**src/rtl/tad_pkg.sv**
```systemverilog
package tad_pkg;
    localparam int ADDR_W  = 12;
    localparam int OP_W    = 4;
    localparam int WORD_W  = 3 * ADDR_W + 4 + OP_W + 1;

    localparam int POS_HALT = 0;
    localparam int POS_OP   = 1;
    localparam int POS_SEL  = POS_OP + OP_W;
    localparam int POS_MOD3 = POS_SEL + 1;
    localparam int POS_F3   = POS_SEL + 4;
    localparam int POS_F2   = POS_F3 + ADDR_W;
    localparam int POS_F1   = POS_F2 + ADDR_W;

    typedef enum logic [1:0] {
        CLS_FAST = 2'd0,
        CLS_DRUM = 2'd1,
        CLS_STN  = 2'd2
    } addr_cls_e;
endpackage

```
**src/rtl/tad_index_regs.sv**
```systemverilog
module tad_index_regs #(
    parameter int AW = 12
) (
    input  logic          clk,
    input  logic          rst_n,
    input  logic          we,
    input  logic          sel,
    input  logic [AW-1:0] wdata,
    output logic [AW-1:0] ctr0,
    output logic [AW-1:0] ctr1
);
    always_ff @(posedge clk or negedge rst_n) begin
        if (!rst_n) begin
            ctr0 <= '0;
            ctr1 <= '0;
        end else if (we) begin
            if (sel) ctr1 <= wdata;
            else     ctr0 <= wdata;
        end
    end


    ctr_hold_chk: assert property (@(posedge clk) disable iff (!rst_n)
        !we |=> ($stable(ctr0) && $stable(ctr1)));
endmodule

```
**src/rtl/tad_field_mod.sv**
```systemverilog
module tad_field_mod #(
    parameter int AW = 12
) (
    input  logic [AW-1:0] field,
    input  logic          mod_bit,
    input  logic          block,
    input  logic          ctr_pick,
    input  logic [AW-1:0] ctr0,
    input  logic [AW-1:0] ctr1,
    output logic [AW-1:0] eff
);
    logic [AW-1:0] offs;
    always_comb begin
        offs = ctr_pick ? ctr1 : ctr0;
        if (mod_bit && !block) eff = field + offs;
        else                   eff = field;
    end
endmodule

```
**src/rtl/tad_addr_class.sv**
```systemverilog
module tad_addr_class #(
    parameter int AW       = 12,
    parameter int DRUM_LO  = 'h400,
    parameter int STN_TOP  = 'h00F
) (
    input  logic [AW-1:0] addr,
    input  logic          io_op,
    output logic [1:0]    cls
);
    import tad_pkg::*;
    localparam logic [AW-1:0] DRUM_B = AW'(DRUM_LO);
    localparam logic [AW-1:0] STN_B  = AW'(STN_TOP);
    always_comb begin
        if (io_op && addr <= STN_B) cls = CLS_STN;
        else if (addr >= DRUM_B)    cls = CLS_DRUM;
        else                        cls = CLS_FAST;
    end
endmodule

```
**src/rtl/triaddr_decode.sv**
```systemverilog
module triaddr_decode
    import tad_pkg::*;
#(
    parameter logic [15:0] IO_OPS  = 16'h0C00,
    parameter logic [15:0] EXT_OPS = 16'hF000
) (
    input  logic                clk,
    input  logic                rst_n,
    input  logic                in_valid,
    input  logic [WORD_W-1:0]   instr_word,
    input  logic                halt_en,
    input  logic                ctr_we,
    input  logic                ctr_sel,
    input  logic [ADDR_W-1:0]   ctr_wdata,
    output logic                out_valid,
    output logic [ADDR_W-1:0]   eff_first,
    output logic [ADDR_W-1:0]   eff_second,
    output logic [ADDR_W-1:0]   eff_third,
    output logic [1:0]          cls_first,
    output logic [1:0]          cls_second,
    output logic [1:0]          cls_third,
    output logic [OP_W-1:0]     op_code,
    output logic                func_ext,
    output logic                halt_req
);
    localparam int NF = 3;

    logic [ADDR_W-1:0] ctr0, ctr1;
    logic [OP_W-1:0]   op_in;
    logic              io_op, ext_op, ctr_pick;
    logic [ADDR_W-1:0] fld  [NF];
    logic              mbit [NF];
    logic              blk  [NF];
    logic [ADDR_W-1:0] effc [NF];
    logic [1:0]        clsc [NF];

    tad_index_regs #(.AW(ADDR_W)) u_ctrs (
        .clk(clk), .rst_n(rst_n), .we(ctr_we), .sel(ctr_sel),
        .wdata(ctr_wdata), .ctr0(ctr0), .ctr1(ctr1)
    );

    always_comb begin
        op_in    = instr_word[POS_OP +: OP_W];
        io_op    = IO_OPS[op_in];
        ext_op   = EXT_OPS[op_in];
        ctr_pick = instr_word[POS_SEL];
    end

    for (genvar i = 0; i < NF; i++) begin : g_fld
        localparam int FPOS = POS_F1 - i * ADDR_W;
        assign fld[i]  = instr_word[FPOS +: ADDR_W];
        assign mbit[i] = instr_word[POS_MOD3 + (NF - 1 - i)];
        assign blk[i]  = io_op || (i == 1 && ext_op);

        tad_field_mod #(.AW(ADDR_W)) u_mod (
            .field(fld[i]), .mod_bit(mbit[i]), .block(blk[i]),
            .ctr_pick(ctr_pick), .ctr0(ctr0), .ctr1(ctr1), .eff(effc[i])
        );
        tad_addr_class #(.AW(ADDR_W)) u_cls (
            .addr(effc[i]), .io_op(io_op), .cls(clsc[i])
        );
    end

    always_ff @(posedge clk or negedge rst_n) begin
        if (!rst_n) begin
            out_valid  <= 1'b0;
            eff_first  <= '0;
            eff_second <= '0;
            eff_third  <= '0;
            cls_first  <= CLS_FAST;
            cls_second <= CLS_FAST;
            cls_third  <= CLS_FAST;
            op_code    <= '0;
            func_ext   <= 1'b0;
            halt_req   <= 1'b0;
        end else begin
            out_valid <= in_valid;
            if (in_valid) begin
                eff_first  <= effc[0];
                eff_second <= effc[1];
                eff_third  <= effc[2];
                cls_first  <= clsc[0];
                cls_second <= clsc[1];
                cls_third  <= clsc[2];
                op_code    <= op_in;
                func_ext   <= ext_op & fld[1][0];
                halt_req   <= instr_word[POS_HALT] & halt_en;
            end
        end
    end


    valid_lat_chk: assert property (@(posedge clk) disable iff (!rst_n)
        in_valid |=> out_valid);

    hold_chk: assert property (@(posedge clk) disable iff (!rst_n)
        !in_valid |=> ($stable(eff_first) && $stable(op_code) && !out_valid));

    unmod_chk: assert property (@(posedge clk) disable iff (!rst_n)
        (in_valid && !instr_word[POS_MOD3 + 2]) |=>
            eff_first == $past(instr_word[POS_F1 +: ADDR_W]));

    fast_rng_chk: assert property (@(posedge clk) disable iff (!rst_n)
        (out_valid && cls_first == CLS_FAST) |-> eff_first < 12'h400);

    stn_rng_chk: assert property (@(posedge clk) disable iff (!rst_n)
        (out_valid && cls_third == CLS_STN) |-> (eff_third <= 12'h00F && IO_OPS[op_code]));

    ext_op_chk: assert property (@(posedge clk) disable iff (!rst_n)
        (out_valid && func_ext) |-> EXT_OPS[op_code]);

    halt_gate_chk: assert property (@(posedge clk) disable iff (!rst_n)
        (in_valid && !halt_en) |=> !halt_req);
endmodule

```
**config.mk**
```make
export PLATFORM = sky130hd
export DESIGN_NAME = triaddr_decode
export DESIGN_NICKNAME = d
export VERILOG_FILES = /design/src/rtl/tad_pkg.sv /design/src/rtl/tad_index_regs.sv /design/src/rtl/tad_field_mod.sv /design/src/rtl/tad_addr_class.sv /design/src/rtl/triaddr_decode.sv
export SDC_FILE = /design/constraint.sdc
export NUM_CORES = 1
export LEC_CHECK = 0
export BUFFER_PORTS_ARGS = -buffer_cell sky130_fd_sc_hd__buf_2
export CAP_MARGIN = 20
export CORE_MARGIN = 4
export CORE_UTILIZATION = 30
export DETAILED_ROUTE_END_ITERATION = 8
export HOLD_SLACK_MARGIN = 0.15
export PLACE_DENSITY_LB_ADDON = 0.3
export SKIP_CTS_REPAIR_TIMING = 1
export SLEW_MARGIN = 20
export SYNTH_ARGS = -nofsm -noshare
export SYNTH_HDL_FRONTEND = slang
export SYNTH_SLANG_ARGS = --single-unit
```
**constraint.sdc**
```tcl
create_clock -name clk -period 3.85 [get_ports clk]
set_clock_uncertainty 0.05 [all_clocks]
set_input_delay 0.77 -clock clk [delete_from_list [all_inputs] [get_ports clk]]
set_output_delay 0.77 -clock clk [all_outputs]
set_load 0.01 [all_outputs]
```
==> out/results.ini <==
[sta]
holdWs_ps=308
fin_crit_sh=0.849
tns_ps=0
rsz0062_at_grt=false
clock.fmax_mhz=306
max_slew_margin=0.449
setup_viol_count_final=0
finalMaxSlewViolations=0
period_minus_slack_ps=3270
worstMarginPinSlew_ps=827
hold_viol=0
setup_ws_ps=583

[pwr]
p_per_area_nw_per_um2=473
p_leak_nw=2.73
combPwrFrac=0.369
p_int_w=0.00186
clkPwrFrac=0.306
ir_drop_mv=0.233
power_frac_seq=0.325
p_switching_w=0.00106
fin_total_pwr_w=0.00292
swShare=0.362

[logic_synthesis]
ys_types=66
synth_top_family_by_area=compound AO/OA/AOI/OAI gates
synthXorXnorAreaFrac=0.0138
ys_ff_latch=73
synth-edff-count=0
yosysWarnings=0
synth_mux_area_frac=0.106
synth_compound_area_frac=0.205
synthAdderAreaFrac=0.0934
syn_area_per_cell_um2=9.15
synth_ff_type=dfrtp_1
seq_area_frac_synth=0.361
synthesis.area_um2=5060
yosys.area_share.simple=0.188
syn-num-nets=652
netlist_instances=553
ys_async_sr_fraction=1.00

[detailed_routing]
drc_errors=0
drt-wirelength-per-cell_um=18.1
finalWirelength_um=16000
drtAntennaViolNets=0
drtIter0Drc=305
first_pass_iters=5
viasPerCell=5.31
num_vias=4687

[cts]
cts_tree=done
htree_num_levels=3
numClockSinks=73
cts_buffers=9
cts-root-buf=clkbuf_16
clk_pin_slew_worst_paths_ps=60
cts_buffer_depth=2
insertion_delay_ps=350

[global_route]
grt_usage=0.174
use_met2=0.284
grt_max_degree=83
met1_usage=0.228
grt_most_used_layer=met2
grt_first_pass_wirelength_um=25100
globalRouteMet3Util=0.0428
gr-total-overflow=0
grt_pass1_vias=4690
antenna_found_initial=1

[worst_hold_path]
hold_path.class=primary input to async pin

[setup_path]
path_max_fanout=13
setup.worst_path.start=instr_word[5]
crit_required_ps=4080
critPathLaunchType=primary input
cp.arrival_ps=3500
crit_path_end_kind=flip-flop
reg2reg_from=u_ctrs.ctr1[0]
crit_type=primary input to flip-flop

[job]
maxCapViolations=0

[placed_design]
io_buffers=111
post-place-ws_ps=145
gp_congestion=0.883
hpwl_um=12200

[finish]
diodes=0
nFillCells=1715
multiInputGateArea_um2=3070
layout_common_cells=buf_2, dfrtp_1, nor2_1, nand2_1, mux2_2
mostFrequentLayoutCell=buf_2
syn_to_final_growth_pct=21.9
drive_gt1_frac=0.284
fin_util=0.372
nets=757
ff_latch_area_um2=1830

[die]
die_h_um=138
die_area_um2=19000
io_pins=112
rows=47
dieWidth_um=138
initial_utilization=0.305
core_region_area_um2=16600

[outcome]
status=finished clean

-- critical path: stages --
cell and delay [ps]:
buf_2 300, mux2_2 300, ha_1 220, inv_1 70, fa_1 370, nor2b_1 230
o31ai_1 160, a2111oi_0 460, nor3_1 170, a211oi_1 250, a32o_1 190
-- area by class of cell --
| cell class | instances | area share |
|---|---|---|
| clock inverters | 6 | 0.0114 |
| well taps | 220 | 0.0446 |
| repair buffers | 115 | 0.0974 |
| inverters | 22 | 0.0134 |
| clock buffers | 10 | 0.0388 |
| multi-input cells | 437 | 0.498 |
| flip-flops and latches | 73 | 0.296 |
-- synthesized netlist by cell type (all sizes together) (8+ instances only) --
cell    instances  share of area
ha             33          0.082
nor2           61          0.045
nand2          54          0.040
dfrtp          73           0.36
o21ai          26          0.026
a211oi         11          0.017
a31oi          23          0.028
inv            22          0.016
mux2           42          0.093
xnor2           8          0.014
clkbuf         17          0.013
nand4          10          0.012
a21oi          35          0.035
nand3          13          0.013
nor3           16          0.016
-- registers in the layout, indices dropped and copies added (netlist names), 2 cells and up --
signal	count
u_ctrs.ctr0	12
eff_first	12
eff_second	12
cls_third	2
eff_third	12
cls_first	2
cls_second	2
op_code	4
u_ctrs.ctr1	12
-- worst paths after layout --
path	to	slack, ps	depth (start not counted)
max in group asynchronous	u_ctrs.ctr0[0]	2870	2
worst max register to register	cls_second[1]	1040	10
worst min register to register	eff_second[8]	430	1
worst max-delay path	cls_second[1]	580	11
worst min-delay path	eff_second[8]	310	1
min in group clk	eff_second[8]	430	1
-- through the flow --
stage          cell area [µm²]  cells
2_1_floorplan             5060    553
3_3_place_gp              5840    866
3_5_place_dp              5840    866
4_1_cts                   6140    882
5_1_grt                   6170    883
6_report                  6170    883
-- cell families after synthesis --
kind of cell | after synthesis
compound gates | 148
simple gates | 197
mux | 48
buf+inv | 43
fa+ha+maj | 36
xor+xnor | 8
flops | 73
-- power groups by stage --
stage               clock network, W  registers, W  logic, W
floorplan                          0      0.000991  0.000682
global placement                   0      0.000957   0.00106
detailed placement                 0      0.000962   0.00107
CTS                         0.000924      0.000948   0.00108
global route                0.000954      0.000963   0.00120
finish                      0.000893      0.000947   0.00108
-- layer usage --
layer | vias up | wire, µm
met1 | 2256 | 7070
met5 | - | 0
met2 | 139 | 7710
met3 | 18 | 974
li1 | 2274 | -
met4 | 0 | 278
Note: power is estimated with default switching activity, not from simulation.
